### src/rtl/dphy_bringup_pkg.sv
package dphy_bringup_pkg;

    localparam logic [7:0] PLL_CODE = 8'h44;
    localparam logic [7:0] PLL_DATA = 8'h74;

    typedef enum logic [2:0] {
        ST_IDLE,
        ST_CLR,
        ST_PLL,
        ST_LOCK,
        ST_STOP,
        ST_SETTLE,
        ST_DONE
    } seq_state_e;

    typedef struct packed {
        logic lane_en;
        logic rst_rel;
        logic shdn_rel;
    } phy_ctrl_t;

    typedef struct packed {
        logic [1:0] lanes;
        logic [7:0] stop_wait;
    } link_cfg_t;

    function automatic phy_ctrl_t ctrl_all(input logic on);
        phy_ctrl_t c;
        c.lane_en  = on;
        c.rst_rel  = on;
        c.shdn_rel = on;
        return c;
    endfunction

    function automatic logic is_active(input seq_state_e s);
        return (s != ST_IDLE) && (s != ST_DONE);
    endfunction

endpackage

### src/rtl/dphy_wait_timer.sv
module dphy_wait_timer #(
    parameter int CNT_W = 16
) (
    input  logic             clk,
    input  logic             rst,
    input  logic             clear,
    input  logic             run,
    input  logic [CNT_W-1:0] limit,
    output logic             expired
);
    logic [CNT_W-1:0] cnt;

    assign expired = run && (cnt == limit);

    always_ff @(posedge clk) begin
        if (rst || clear) begin
            cnt <= '0;
        end else if (run && !expired) begin
            cnt <= cnt + 1'b1;
        end
    end

    // counter never runs past its limit while a wait is active
    p_cnt_bound_r6: assert property (@(posedge clk) disable iff (rst)
        run |-> (cnt <= limit));

endmodule

### src/rtl/dphy_cfg_hold.sv
module dphy_cfg_hold
    import dphy_bringup_pkg::*;
#(
    parameter int CNT_W = 16
) (
    input  logic             clk,
    input  logic             rst,
    input  logic             load,
    input  link_cfg_t        cfg_in,
    input  logic [CNT_W-1:0] limit_in,
    output link_cfg_t        cfg_out,
    output logic [CNT_W-1:0] limit_out
);
    always_ff @(posedge clk) begin
        if (rst) begin
            cfg_out   <= '0;
            limit_out <= '0;
        end else if (load) begin
            cfg_out   <= cfg_in;
            limit_out <= limit_in;
        end
    end

    // held configuration only moves on a load
    p_hold_r9: assert property (@(posedge clk) disable iff (rst)
        !$past(load) |-> ($stable(cfg_out) && $stable(limit_out)));

endmodule

### src/rtl/dphy_bringup.sv
module dphy_bringup
    import dphy_bringup_pkg::*;
#(
    parameter int CNT_W = 16
) (
    input  logic             clk,
    input  logic             rst,
    input  logic             start_i,
    input  logic [1:0]       lanes_i,
    input  logic [7:0]       stop_wait_i,
    input  logic [CNT_W-1:0] poll_limit_i,
    input  logic             pll_lock_i,
    input  logic             clk_stop_i,
    input  logic             tp_done_i,
    output logic             tp_req_o,
    output logic [7:0]       tp_code_o,
    output logic [7:0]       tp_data_o,
    output logic             test_clr_o,
    output logic [2:0]       phy_ctrl_o,
    output logic             hs_req_o,
    output logic [1:0]       lanes_o,
    output logic [7:0]       stop_wait_o,
    output logic             busy_o,
    output logic             done_o,
    output logic             timeout_o
);
    localparam int PAD_W = CNT_W - 8;

    seq_state_e       state;
    phy_ctrl_t        ctrl_q;
    link_cfg_t        cfg_in;
    link_cfg_t        cfg_q;
    logic [CNT_W-1:0] limit_q;
    logic [CNT_W-1:0] settle_lim;
    logic             start_go;
    logic             poll_run, poll_clear, poll_exp;
    logic             settle_run, settle_exp;
    logic             clr_q, hs_q, done_q, to_q;

    assign start_go = start_i && !is_active(state);

    assign cfg_in.lanes     = lanes_i;
    assign cfg_in.stop_wait = stop_wait_i;

    dphy_cfg_hold #(.CNT_W(CNT_W)) u_cfg (
        .clk      (clk),
        .rst      (rst),
        .load     (start_go),
        .cfg_in   (cfg_in),
        .limit_in (poll_limit_i),
        .cfg_out  (cfg_q),
        .limit_out(limit_q)
    );

    assign poll_run   = (state == ST_LOCK) || (state == ST_STOP);
    assign poll_clear = !poll_run || ((state == ST_LOCK) && pll_lock_i);

    dphy_wait_timer #(.CNT_W(CNT_W)) u_poll (
        .clk    (clk),
        .rst    (rst),
        .clear  (poll_clear),
        .run    (poll_run),
        .limit  (limit_q),
        .expired(poll_exp)
    );

    assign settle_run = (state == ST_SETTLE);
    assign settle_lim = {{PAD_W{1'b0}}, cfg_q.stop_wait};

    dphy_wait_timer #(.CNT_W(CNT_W)) u_settle (
        .clk    (clk),
        .rst    (rst),
        .clear  (!settle_run),
        .run    (settle_run),
        .limit  (settle_lim),
        .expired(settle_exp)
    );

    always_ff @(posedge clk) begin
        if (rst) begin
            state  <= ST_IDLE;
            ctrl_q <= ctrl_all(1'b0);
            clr_q  <= 1'b1;
            hs_q   <= 1'b0;
            done_q <= 1'b0;
            to_q   <= 1'b0;
        end else begin
            case (state)
                ST_IDLE, ST_DONE: begin
                    if (start_go) begin
                        state  <= ST_CLR;
                        ctrl_q <= ctrl_all(1'b0);
                        clr_q  <= 1'b0;
                        hs_q   <= 1'b0;
                        done_q <= 1'b0;
                        to_q   <= 1'b0;
                    end
                end
                ST_CLR: state <= ST_PLL;
                ST_PLL: begin
                    if (tp_done_i) begin
                        ctrl_q <= ctrl_all(1'b1);
                        state  <= ST_LOCK;
                    end
                end
                ST_LOCK, ST_STOP: begin
                    if ((state == ST_LOCK) && pll_lock_i) begin
                        state <= ST_STOP;
                    end else if ((state == ST_STOP) && clk_stop_i) begin
                        state <= ST_SETTLE;
                    end else if (poll_exp) begin
                        state  <= ST_IDLE;
                        ctrl_q <= ctrl_all(1'b0);
                        clr_q  <= 1'b1;
                        to_q   <= 1'b1;
                    end
                end
                ST_SETTLE: begin
                    if (settle_exp) begin
                        hs_q   <= 1'b1;
                        done_q <= 1'b1;
                        state  <= ST_DONE;
                    end
                end
                default: state <= ST_IDLE;
            endcase
        end
    end

    assign tp_req_o    = (state == ST_PLL);
    assign tp_code_o   = PLL_CODE;
    assign tp_data_o   = PLL_DATA;
    assign test_clr_o  = clr_q;
    assign phy_ctrl_o  = ctrl_q;
    assign hs_req_o    = hs_q;
    assign lanes_o     = cfg_q.lanes;
    assign stop_wait_o = cfg_q.stop_wait;
    assign busy_o      = is_active(state);
    assign done_o      = done_q;
    assign timeout_o   = to_q;

    // test write only with clear released and PHY still held down
    p_tp_in_reset_r2: assert property (@(posedge clk) disable iff (rst)
        tp_req_o |-> (!test_clr_o && phy_ctrl_o == 3'b000));

    // control bits rise only after an acknowledged test write
    p_release_after_code_r3: assert property (@(posedge clk) disable iff (rst)
        $rose(phy_ctrl_o[0]) |-> $past(tp_req_o && tp_done_i));

    // HS request only with the PHY fully released
    p_hs_released_r4: assert property (@(posedge clk) disable iff (rst)
        hs_req_o |-> (phy_ctrl_o == 3'b111 && !test_clr_o));

    // timeout leaves PHY in reset and no HS request
    p_timeout_safe_r6: assert property (@(posedge clk) disable iff (rst)
        timeout_o |-> (phy_ctrl_o == 3'b000 && !hs_req_o && test_clr_o && !busy_o));

    // start while busy does not disturb the captured configuration
    p_ignore_start_r7: assert property (@(posedge clk) disable iff (rst)
        (busy_o && start_i) |=> ($stable(lanes_o) && $stable(stop_wait_o)));

    // done holds until a start arrives
    p_done_hold_r8: assert property (@(posedge clk) disable iff (rst)
        (done_o && !start_i) |=> (done_o && hs_req_o));

    // configuration outputs stable through a sequence
    p_cfg_stable_r9: assert property (@(posedge clk) disable iff (rst)
        (busy_o && $past(busy_o)) |-> ($stable(lanes_o) && $stable(stop_wait_o)));

    // busy and done never overlap
    p_busy_done_r10: assert property (@(posedge clk) disable iff (rst)
        !(busy_o && (done_o || timeout_o)));

endmodule

### config.mk
export PLATFORM = sky130hd
export DESIGN_NAME = dphy_bringup
export DESIGN_NICKNAME = d
export VERILOG_FILES = /design/src/rtl/dphy_bringup_pkg.sv /design/src/rtl/dphy_wait_timer.sv /design/src/rtl/dphy_cfg_hold.sv /design/src/rtl/dphy_bringup.sv
export SDC_FILE = /design/constraint.sdc
export NUM_CORES = 1
export LEC_CHECK = 0
export BUFFER_PORTS_ARGS = -buffer_cell sky130_fd_sc_hd__buf_2
export CAP_MARGIN = 15
export CORE_MARGIN = 2
export CORE_UTILIZATION = 40
export CTS_BUF_LIST = sky130_fd_sc_hd__clkbuf_2 sky130_fd_sc_hd__clkbuf_4 sky130_fd_sc_hd__clkbuf_8
export CTS_CLUSTER_DIAMETER = 100
export CTS_CLUSTER_SIZE = 16
export DETAILED_ROUTE_END_ITERATION = 8
export SETUP_SLACK_MARGIN = 0.3
export SYNTH_ARGS = -nofsm -noshare
export SYNTH_HDL_FRONTEND = slang
export SYNTH_SLANG_ARGS = --single-unit
### constraint.sdc
create_clock -name clk -period 2.1 [get_ports clk]
set_input_delay 0.21 -clock clk [delete_from_list [all_inputs] [get_ports clk]]
set_output_delay 0.21 -clock clk [all_outputs]
set_load 0.01 [all_outputs]
==> metrics.log <==
INFO  metric slew_viol_final = 0
INFO  metric timing.final.hold_violations = 0
INFO  metric placement.io_buffers = 50
INFO  metric cts-root-to-sink-buffers = 2
INFO  metric cts_h_tree_lvls = 3
INFO  metric grt_max_degree = 35
INFO  metric reported_max_cap_violation_count = 0
INFO  metric critPathTopFamily = compound AO/OA/AOI/OAI gates
INFO  metric die_height = 95.8 µm
INFO  metric timing.critical_path.cells = buf_4, mux2_2, o31ai_1, a221oi_1, a21o_1, o2111a_1
INFO  metric fmax = approximately 570 MHz
INFO  metric minimum_clock_period = 1.77 ns
INFO  metric synth_top_cells_by_count = nand2_1, dfxtp_1, a21oi_1
INFO  metric grt_overflow_total = 0
INFO  metric gp_congestion = around 0.83
INFO  metric tightestPinTransition = 0.535 ns
INFO  metric synthCells = roughly 420
INFO  metric post-layout-total-power = 4.62 mW
INFO  metric layoutNonFillerInstCount = around 580
INFO  metric drt-initial-drc-count = just under 200
INFO  metric boundaryPins = 67
INFO  metric synth.avg_cell_area = 8.10 µm²
INFO  metric critical_path.endpoint_type = flop
INFO  metric cts.reportedPaths.clkPinSlew = 0.08 ns
INFO  metric detail-route-antenna-nets = 0
INFO  metric first_drt_pass_iteration_count = 4
INFO  metric final_nets = slightly above 500
INFO  metric initial_core_utilization = 0.412
INFO  metric multiInputGateArea = 1990 µm²
INFO  metric timing.critical_path.arrival = 2.00 ns
INFO  metric cts_hold_repair.buffers = 0
INFO  metric syn_area = 3370 µm²
INFO  metric async_flop_share = 0
INFO  metric antenna_violations_before_repair = 0
INFO  metric post_drt_via_cell_ratio = 5.37
INFO  metric core = 8180 µm²
INFO  metric fin_tns_setup = 0 ns
INFO  metric floorplan.rows = 33
INFO  metric ys_seq_area_frac = 0.386
INFO  metric cts_tree = yes
INFO  metric finish.utilization = 0.519
INFO  metric globalRouteTotalUtil = 0.184
INFO  metric area_growth = 25.9%
INFO  metric synth_area_leaders = dfxtp_1, nand2_1, a21oi_1
INFO  metric finalWirelength = 8590 µm
INFO  metric result_of_the_run = complete, no violations
INFO  metric grt_pass1_vias = roughly 2.7k
INFO  metric crit_fanout = 7
INFO  metric ys.flop_type = dfxtp_1
INFO  metric min-delay-path-class = primary input to flop
INFO  metric ys_types = 47
INFO  metric timing.clock.skew = 0.0136 ns
INFO  metric grt_pass1_wl = 13,200 µm
INFO  metric root_buffer_master = clkbuf_8
INFO  metric holdWs = 0.0856 ns
INFO  metric synth-seq-cells = between 60 and 70
INFO  metric crit_required = 2.34 ns
INFO  metric final_layout_size_suffix_gt1_frac = 0.349
INFO  metric dp_cells = 552
INFO  metric critPathSlowestCell = dfxtp_4
INFO  metric vdd_drop_max = 489 µV
INFO  metric rsz0062_at_grt = no
INFO  metric route.detailed.drc = 0
INFO  metric cp.buffers_inverters = 1
INFO  metric die_w = 95.8 µm
INFO  metric min_period_over_period = 0.841
INFO  metric insertedDiodeCount = 0
INFO  metric cp-start-kind = flop
INFO  metric area.sequential = roughly 1400 µm²
INFO  metric slew_headroom = 0.643
INFO  metric worst-setup-path-type = flop to flop
INFO  metric static-leakage-power = about 1.7 nW
INFO  metric final-setup-viol-count = 0
INFO  metric synth_enable_flop_cells = 0
INFO  metric synth.largest_area_cell = dfxtp_1
INFO  metric floorplan.die_area = 9170 µm²
INFO  metric yosys_warnings = 0
INFO  metric synth_top_area_share = 0.386
INFO  metric clock_latency_on_the_worst_skew_pair = 0.35 ns
INFO  metric most_instantiated_library_cell_after_synthesis = nand2_1
INFO  metric cts_num_sinks = 65
INFO  metric power_dens_cells = 1090 nW/µm²
INFO  metric post_drt_wl_per_cell = 14.8 µm
INFO  metric dr_total_vias = about 3.1k
INFO  metric tritoncts.num_buffers = 9
INFO  metric dp.final_hpwl = 5780 µm
INFO  metric cp_slowest_stage_delay = 0.38 ns
INFO  metric filler_cell_count = 801
## worst register-to-register path, stage by stage, from the launching register on
cell and delay (ns):
dfxtp_4 0.38, buf_4 0.12, mux2_2 0.32, o31ai_1 0.36
a221oi_1 0.15, a21o_1 0.21, o2111a_1 0.13
## path summary, 6_finish.rpt
check                                     start  cells past startpoint  slack, ns                  to
worst max-delay path                   state[2]                      6       0.33       phy_ctrl_o[2]
worst min-delay path            poll_limit_i[6]                      3       0.09  u_cfg.limit_out[6]
worst max register to register         state[2]                      6       0.33       phy_ctrl_o[2]
worst min register to register       test_clr_o                      2       0.44          test_clr_o
## power breakdown
group          leakage, nW  internal, mW  switching, mW  total [mW]
Sequential           0.551          1.40          0.172        1.57
Clock                0.124         0.801          0.544        1.34
Combinational        0.981         0.734          0.971        1.70
Total                 1.66          2.93           1.69        4.62
## logic make-up after synthesis
logic type               share of synthesized area
flip-flops                                   0.386
multiplexers                               0.00928
adder cells (fa/ha/maj)                    0.00743
buffers and inverters                       0.0913
AO/OA/AOI/OAI                                0.171
AND/OR/NAND/NOR                              0.265
XOR/XNOR                                    0.0676
other                                      0.00223
## layout make-up
cell class | count | share of cell area
clock buffer | 9 | 0.0292
inverter | 5 | 0.00442
sequential | 65 | 0.326
tap | 105 | 0.0310
multi-input combinational | 315 | 0.469
timing repair buffer | 75 | 0.111
clock inverter | 7 | 0.0295
## cells in the final DEF, fill, tap and decap left out, types with 3 or more instances in the layout
cell type  instances
dfxtp_4           12
o21ai_0           10
nand3_1           12
and3_1             5
buf_4             22
xnor2_1            8
buf_2             50
o31ai_1           15
o211ai_1           5
nor4_2             6
dfxtp_1           24
nand4_1            9
bufinv_16          3
xor2_2            12
conb_1            16
a21oi_1           49
clkbuf_8           9
nand2b_1           3
xor2_1             6
dfxtp_2           29
nor2_1             9
or4_1             17
nand2_1           77
or3_1             10
inv_1              5
o21ai_1            3
## through the flow
| step | area, µm² | worst slack, ns |
|---|---|---|
| after floorplan | 3430 | 0.304 |
| after global placement | 3620 | 0.240 |
| after detailed placement | 3620 | 0.0850 |
| after CTS | 3910 | 0.303 |
| after global routing | 4240 | 0.255 |
| final | 4240 | 0.335 |
## registers in the layout, indices dropped and copies added, names as in the netlist
name             cells
done_o               1
state                3
u_cfg.cfg_out       10
u_poll.cnt          16
u_cfg.limit_out     16
test_clr_o           1
timeout_o            1
phy_ctrl_o           1
u_settle.cnt        16
## metal layers
layer / routed length (µm) / track usage
met5: 0 / 0
met4: 116 / 0.0762
met3: 439 / 0.0313
met2: 3980 / 0.266
met1: 4050 / 0.271
## repair_timing
action                     4_1_cts  5_1_grt
setup endpoints to repair       19       33
pin swaps                        2       11
resized for setup               16       69
setup buffers                    1       11
cloned                           0        1
No activity file was read; power rests on OpenSTA's default activity.
